File: src/rtl/tmr_pkg.sv
`timescale 1ns/1ps
// Package: shared address map and control layout of the interval timer.
// Assumes byte addressing with word-aligned accesses.
package tmr_pkg;
    localparam int SLOT_BYTES = 'h14;
    localparam int OFF_LOAD   = 'h00;
    localparam int OFF_COUNT  = 'h04;
    localparam int OFF_CTRL   = 'h08;
    localparam int OFF_ACK    = 'h0C;
    localparam int OFF_STAT   = 'h10;
    localparam int G_MSTAT    = 'hA0;
    localparam int G_ACK      = 'hA4;
    localparam int G_RAW      = 'hA8;
    localparam int G_IDENT    = 'hAC;

    // Control register: bit2 mask, bit1 periodic, bit0 enable
    typedef struct packed {
        logic mask;
        logic periodic;
        logic enable;
    } ctrl_t;
endpackage

File: src/rtl/tmr_counter.sv
`timescale 1ns/1ps
// Module: tmr_counter
// Down counter with reload-on-enable, periodic or wrap-to-ones reload on
// expiry, and a latched raw pending bit. An expiry takes priority over a clear
// in the same clock. Assumes en/periodic/load come straight from registers.
module tmr_counter #(
    parameter int W = 32
) (
    input  logic         clk,
    input  logic         rst_n,
    input  logic         en,
    input  logic         periodic,
    input  logic [W-1:0] load,
    input  logic         clr,
    output logic [W-1:0] count,
    output logic         running,
    output logic         expire,
    output logic         raw
);
    logic en_q;

    assign running = en_q;
    assign expire  = en && en_q && (count == '0);

    // Count register: load on enable edge, decrement or reload while running
    always_ff @(posedge clk) begin
        if (!rst_n) begin
            count <= '0;
            en_q  <= 1'b0;
        end else begin
            en_q <= en;
            if (en && !en_q) begin
                count <= load;
            end else if (en) begin
                if (count == '0) count <= periodic ? load : '1;
                else             count <= count - W'(1);
            end
        end
    end

    // Pending bit: set on expiry, cleared by acknowledge unless expiring
    always_ff @(posedge clk) begin
        if (!rst_n)      raw <= 1'b0;
        else if (expire) raw <= 1'b1;
        else if (clr)    raw <= 1'b0;
    end
endmodule

File: src/rtl/tmr_slot.sv
`timescale 1ns/1ps
// Module: tmr_slot
// One channel's register slot at byte base BASE: load and control registers,
// local decode, acknowledge-on-read and read mux. Assumes BASE + slot size
// stays below the shared register block and inside the address range.
module tmr_slot
    import tmr_pkg::*;
#(
    parameter int DATA_W = 32,
    parameter int ADDR_W = 8,
    parameter int BASE   = 0
) (
    input  logic              clk,
    input  logic              rst_n,
    input  logic              acc_wr,
    input  logic              acc_rd,
    input  logic [ADDR_W-1:0] paddr,
    input  logic [DATA_W-1:0] pwdata,
    input  logic              ack_all,
    output logic [DATA_W-1:0] rdata,
    output logic              irq,
    output logic              raw,
    output logic [DATA_W-1:0] count_o,
    output logic [DATA_W-1:0] load_o,
    output logic              en_o,
    output logic              periodic_o,
    output logic              running_o,
    output logic              expire_o,
    output logic              clr_o
);
    localparam logic [ADDR_W-1:0] BASE_A = ADDR_W'(BASE);

    logic [ADDR_W-1:0] off;
    logic              hit;
    logic [DATA_W-1:0] load_r;
    ctrl_t             ctrl_r;
    logic              clr;

    assign off = paddr - BASE_A;
    assign hit = off < ADDR_W'(SLOT_BYTES);
    assign clr = ack_all || (acc_rd && hit && off == ADDR_W'(OFF_ACK));

    // Software registers: load value and control
    always_ff @(posedge clk) begin
        if (!rst_n) begin
            load_r <= '0;
            ctrl_r <= '0;
        end else if (acc_wr && hit) begin
            if (off == ADDR_W'(OFF_LOAD)) load_r <= pwdata;
            if (off == ADDR_W'(OFF_CTRL)) ctrl_r <= ctrl_t'(pwdata[2:0]);
        end
    end

    tmr_counter #(.W(DATA_W)) cnt_i (
        .clk      (clk),
        .rst_n    (rst_n),
        .en       (ctrl_r.enable),
        .periodic (ctrl_r.periodic),
        .load     (load_r),
        .clr      (clr),
        .count    (count_o),
        .running  (running_o),
        .expire   (expire_o),
        .raw      (raw)
    );

    assign irq        = raw && !ctrl_r.mask;
    assign load_o     = load_r;
    assign en_o       = ctrl_r.enable;
    assign periodic_o = ctrl_r.periodic;
    assign clr_o      = clr;

    // Read mux: slot-local registers, zero outside the slot
    always_comb begin
        rdata = '0;
        if (hit) begin
            case (off)
                ADDR_W'(OFF_LOAD):  rdata = load_r;
                ADDR_W'(OFF_COUNT): rdata = count_o;
                ADDR_W'(OFF_CTRL):  rdata = DATA_W'(ctrl_r);
                ADDR_W'(OFF_STAT):  rdata = DATA_W'(irq);
                default:            rdata = '0;
            endcase
        end
    end
endmodule

File: src/rtl/apb_interval_timer.sv
`timescale 1ns/1ps
// Module: apb_interval_timer
// Top: APB zero-wait slave over NUM_CH timer slots plus a shared status and
// acknowledge block. Assumes NUM_CH * 0x14 <= 0xA0 and NUM_CH <= DATA_W.
module apb_interval_timer
    import tmr_pkg::*;
#(
    parameter int          NUM_CH  = 2,
    parameter int          DATA_W  = 32,
    parameter int          ADDR_W  = 8,
    parameter logic [31:0] IDENT   = 32'h3130_352A
) (
    input  logic              pclk,
    input  logic              presetn,
    input  logic              psel,
    input  logic              penable,
    input  logic              pwrite,
    input  logic [ADDR_W-1:0] paddr,
    input  logic [DATA_W-1:0] pwdata,
    output logic [DATA_W-1:0] prdata,
    output logic              pready,
    output logic              pslverr,
    output logic [NUM_CH-1:0] irq
);
    logic acc_wr, acc_rd, ack_all;

    logic [NUM_CH-1:0][DATA_W-1:0] slot_rd;
    logic [NUM_CH-1:0][DATA_W-1:0] ch_cnt;
    logic [NUM_CH-1:0][DATA_W-1:0] ch_load;
    logic [NUM_CH-1:0]             ch_raw, ch_en, ch_per, ch_run, ch_exp, ch_clr;
    logic [DATA_W-1:0]             glb_rd;

    assign acc_wr  = psel && penable && pwrite;
    assign acc_rd  = psel && penable && !pwrite;
    assign ack_all = acc_rd && (paddr == ADDR_W'(G_ACK));
    assign pready  = 1'b1;
    assign pslverr = 1'b0;

    for (genvar i = 0; i < NUM_CH; i++) begin : g_ch
        tmr_slot #(
            .DATA_W (DATA_W),
            .ADDR_W (ADDR_W),
            .BASE   (i * SLOT_BYTES)
        ) slot_i (
            .clk        (pclk),
            .rst_n      (presetn),
            .acc_wr     (acc_wr),
            .acc_rd     (acc_rd),
            .paddr      (paddr),
            .pwdata     (pwdata),
            .ack_all    (ack_all),
            .rdata      (slot_rd[i]),
            .irq        (irq[i]),
            .raw        (ch_raw[i]),
            .count_o    (ch_cnt[i]),
            .load_o     (ch_load[i]),
            .en_o       (ch_en[i]),
            .periodic_o (ch_per[i]),
            .running_o  (ch_run[i]),
            .expire_o   (ch_exp[i]),
            .clr_o      (ch_clr[i])
        );
    end

    // Shared block read decode
    always_comb begin
        case (paddr)
            ADDR_W'(G_MSTAT): glb_rd = DATA_W'(irq);
            ADDR_W'(G_RAW):   glb_rd = DATA_W'(ch_raw);
            ADDR_W'(G_IDENT): glb_rd = DATA_W'(IDENT);
            default:          glb_rd = '0;
        endcase
    end

    // Read data: OR of the slot muxes (each zero off-slot) and shared block
    always_comb begin
        prdata = glb_rd;
        for (int i = 0; i < NUM_CH; i++) prdata = prdata | slot_rd[i];
    end
endmodule

File: config.mk
export PLATFORM = sky130hd
export DESIGN_NAME = apb_interval_timer
export DESIGN_NICKNAME = d
export VERILOG_FILES = /design/src/rtl/tmr_pkg.sv /design/src/rtl/tmr_counter.sv /design/src/rtl/tmr_slot.sv /design/src/rtl/apb_interval_timer.sv
export SDC_FILE = /design/constraint.sdc
export NUM_CORES = 1
export LEC_CHECK = 0
export ABC_AREA = 1
export BUFFER_PORTS_ARGS = -buffer_cell sky130_fd_sc_hd__buf_2
export CAP_MARGIN = 20
export CORE_MARGIN = 4
export CORE_UTILIZATION = 35
export DETAILED_ROUTE_END_ITERATION = 16
export SETUP_SLACK_MARGIN = 0.3
export SKIP_CTS_REPAIR_TIMING = 1
export SLEW_MARGIN = 20
export SYNTH_ARGS = -nofsm -noshare
export SYNTH_HDL_FRONTEND = slang
export SYNTH_SLANG_ARGS = --single-unit
File: constraint.sdc
create_clock -name pclk -period 1.9 [get_ports pclk]
set_input_delay 0.285 -clock pclk [delete_from_list [all_inputs] [get_ports pclk]]
set_output_delay 0.285 -clock pclk [all_outputs]
set_load 0.01 [all_outputs]
# Word level (Yosys, flattened, before mapping)
# Index checks and enable logic that the tools add are counted.
# word_totals
input_bits	45
output_inout_bits	36
word_cells	87
ff_bits	138
# op_classes
n_reduce_logical	37
bitwise_logic	2
n_eq_ne	12
n_lt_le_gt_ge	2
add_sub_neg	3
mux	17
# ops
cell	count
$mux W32	10
$pmux W32 S4	2
$pmux W30 S3	1
$logic_not A32 Y1	2
$or A32 B32 Y32	2
$sub A32 B1 Y32 const B	2
$eq A8 B4 Y1 const B	4
$eq A8 B8 Y1 const B	4
$logic_and A1 B1 Y1	18
$eq A8 B3 Y1 const B	2
$eq A8 B5 Y1 const B	2
$logic_not A8 Y1	2
$lt A8 B5 Y1 const B	2
$reduce_and A2 Y1	4
$reduce_bool A2 Y1	4
$sub A8 B5 Y8 const B	1
$logic_not A1 Y1	5
$mux W1	4
$logic_or A1 B1 Y1	2

# Longest topological paths before layout
# depth
word_depth	7
ltp_mapped	13
ltp_nobuf	12

# Modules after synthesis
# From an unflattened synthesis, not the netlist that was laid out.
# hier_totals
hier_cells	1820
hier_area_um2	10645.2
# by_module_without_submodules
mod	area_each_um2	n_inst	cells_each	seq_area_each_um2
tmr_counter (g_ch[1].slot_i.cnt_i)	3025.4	1	513	680.7
tmr_counter (g_ch[0].slot_i.cnt_i)	2887.8	1	497	680.7
tmr_slot (g_ch[0].slot_i)	2177.1	1	363	700.7
tmr_slot (g_ch[1].slot_i)	2118.3	1	367	700.7
apb_interval_timer	436.7	1	80	0.0

# Least setup slack after synthesis
# OpenSTA, ideal clock, no wires.
# synth_path
path_type	input port to output port
start	in paddr[1]
end	out prdata[15]
path_slack_ns	0.226
path_buffers	2
t_required_ns	1.615
path_stages	9
arrival_ns	1.389
path_cell_list	nor2_1 > nand2_1 > nor2_2 > inv_2 > buf_2 > buf_2 > o22ai_1 > inv_1 > o221ai_1
# synth_via
elab_chain_len	5
elab_cells_between_ends	17
cone_classes	add/sub (1); order compare (2); eq/ne (6); mux (4); bitwise (2); reduce/logical (2)
# synth_lines
element	line	text
start: declaration	apb_interval_timer.sv:18	input logic [ADDR_W-1:0] paddr,
branches (longest 4 deep; another with $sub A8 B5 Y8)	-	
$or A32 B32 Y32 (*)	apb_interval_timer.sv:78	for (int i = 0; i < NUM_CH; i++) prdata = prdata | slot_rd[i];
end: declaration	apb_interval_timer.sv:20	output logic [DATA_W-1:0] prdata,
# Mark *: on every way between the ends.

# Worst setup path after layout
# layout_path
start	in paddr[3]
end	out prdata[28]
# The elaborated chain is that of the path after synthesis.

==> flow_summary.yaml <==
global_route:
  grt_max_degree: 57
  met3_usage_pct: 3.67
  top_usage_layer: "met2"
  first_global_vias: 10100
  antenna_found_initial: 0
  grt_usage_pct: 25.4
  grt_pass1_wl_um: 57300
  grt_overflow: 0
  met1_usage_pct: 36.9
  met2_usage_pct: 39.2
sta:
  clock_skew_ns: 0.0158
  drv_slew: 0
  fin_setup_tns_ns: -0.850
  timing.fmax_mhz: 497
  setup_slack_ns: -0.112
  rsz0062_at_grt: "true"
  relSlewSlack_pct: 38.3
  post-route-period-util_pct: 106
  hold_viol: 0
  tightest_slew_ns: 0.925
  min_period_ns: 2.01
  setup_viol: 15
synth:
  ys_ff_latch: 138
  synth_top_cell_by_area: "dfxtp_1"
  synth_top_area_share_pct: 30.1
  syn_avg_cell_area_um2: 6.17
  yosysWarningCount: 0
  synth_area_leaders: "dfxtp_1 30%, nand2_1 11%, inv_1 9.5%, a21oi_1 7.9%, nor2_1 7.2%"
  ys_types: 36
  synth-seq-area-share_pct: 30.1
  netlist_area_um2: 9180
  syn-num-nets: 1538
  syn_inst: 1489
critical_path:
  cp-start-kind: "input pin"
  end_kind: "output pin"
  required_ns: 1.62
  path_max_fanout: 5
  crit_type: "in2out"
  cp_data_arrival_time_ns: 1.73
routing:
  finalWirelength_um: 40000
  final_antenna_net_count: 0
  num_vias: 11300
  wl_per_cell_um: 19.2
  drc: 0
  firstDrtPassIters: 6
  initialDrtViolationCount: 912
  via_per_inst: 5.44
die:
  die-area_um2: 28900
  pin_count: 81
  die_h_um: 170
  core_um2: 25900
  rows: 59
  die_x_um: 170
  floorplan.initialDensity_pct: 35.4
clock_tree:
  cts_max_level: 4
  cts_tree: "done"
  clk_pin_slew_ns: 0.07
  clk_latency_ns: 0.44
  cts-root-buf: "clkbuf_16"
  cts_buffers: 17
  clk_path_buf_depth: 2
  cts_sinks: 138
place:
  gp_congestion: 1.01
  dp_hpwl_um: 29200
  io_buffers: 78
  dp.cells: 1990
layout:
  area_growth_pct: 50.8
  layout-drive-gt1-share_pct: 39.7
  layout_commonest_cell: "inv_1"
  final_core_util_pct: 53.4
  nFillCells: 2532
  fin_nets: 1777
  fin_cells: 2076
  layout_common_cells: "211 x inv_1, 203 x nand2_1, 154 x buf_4, 111 x dfxtp_1, 108 x nor2_1"
  n_antenna_cell: 0
run:
  drv_cap: 0
power:
  vdd_drop_max_uv: 557
  leakage_nw: 5.88
  powerDensity_nw_per_um2: 472
  total_power_mw: 6.54
min_path:
  min_path_type: "in2reg"
status:
  status: "complete, but fails checks"
  failed_checks: "negative setup slack"
[critical path, cell delays in order]
cell and delay, ns:
buf_8 0.08, inv_4 0.03, nand2_4 0.07, nand2_4 0.05
nand2_2 0.07, nand2_2 0.07, nor2_4 0.13, nand2_4 0.09
buf_6 0.12, nor2_4 0.16, buf_12 0.15, nand2_1 0.05
o211ai_1 0.17, buf_2 0.20
[cell usage after synthesis, drive strengths merged]
master and number:
nand3 131, o211a 1, nand2 274, a21oi 145
o2111ai 1, nand4 24, buf 31, conb 2
xnor2 1, clkbuf 42, nor2 196, a22oi 5
xor2 25, nand3b 2, inv 242, a221oi 11
or3b 1, o22ai 77, o211ai 13, ha 4
o21ai 92, o221ai 17, nor3 14, dfxtp 138
[flip-flops by register name (all words and copies together), names as in the netlist]
signal and cells:
g_ch.slot_i.cnt_i.count 64, g_ch.slot_i.load_o 64, g_ch.slot_i.cnt_i.raw 2, g_ch.slot_i.cnt_i.running 2, g_ch.slot_i.ctrl_r 2, g_ch.slot_i.en_o 2
g_ch.slot_i.periodic_o 2
[stage by stage]
stage / setup slack [ns] / hold slack [ns] / instance area [µm²]
floorplan: 0.246 / 0.420 / 9380
global route: -0.190 / 0.135 / 13800
CTS: -0.195 / 0.127 / 11800
global placement: -0.157 / 0.451 / 11200
finish: -0.112 / 0.134 / 13800
detailed placement: -0.189 / 0.454 / 11200
[where the power goes]
part           switching [mW]  internal (mW)  leakage, nW
Clock                    1.54           1.85        0.280
Combinational           0.170         0.0976         4.48
Sequential          0.0000658           2.87         1.13
[cell families after synthesis]
logic type               after synthesis  share of synthesized area (%)
adder cells (fa/ha/maj)                4                          0.545
AND/OR/NAND/NOR                      642                           30.5
buffers and inverters                315                           13.8
AO/OA/AOI/OAI                        362                           22.5
other                                  2                         0.0818
XOR/XNOR                              26                           2.48
flip-flops                           138                           30.1
[cell type report]
class | count | area, µm² | area share [%]
clock inverter | 15 | 151 | 1.09
clock buffer | 17 | 425 | 3.07
multi-input combinational | 1037 | 6630 | 47.8
inverter | 242 | 947 | 6.84
timing repair buffer | 292 | 2450 | 17.7
sequential | 138 | 2830 | 20.4
tap | 335 | 419 | 3.03
[per-layer routing]
metal  up-vias  wire length [µm]  share of wire (%)
li1       5424                 -                  -
met1      5354             18300                 46
met2       447             17600                 44
met3        75              2850                7.1
met4         0              1160                2.9
met5         -                 0                  0
[worst paths after layout]
| kind | start | to | slack, ns | cells after the start |
|---|---|---|---|---|
| setup reg to reg | g_ch[0].slot_i.cnt_i.count[1] | g_ch[0].slot_i.cnt_i.count[11] | 0.10 | 13 |
| setup / recovery | paddr[3] | prdata[28] | -0.11 | 14 |
| hold reg to reg | g_ch[1].slot_i.load_o[25] | g_ch[1].slot_i.load_o[25] | 0.46 | 2 |
| hold / removal | pwdata[13] | g_ch[1].slot_i.load_o[13] | 0.13 | 3 |
Note: power is estimated with default switching activity, not from simulation.
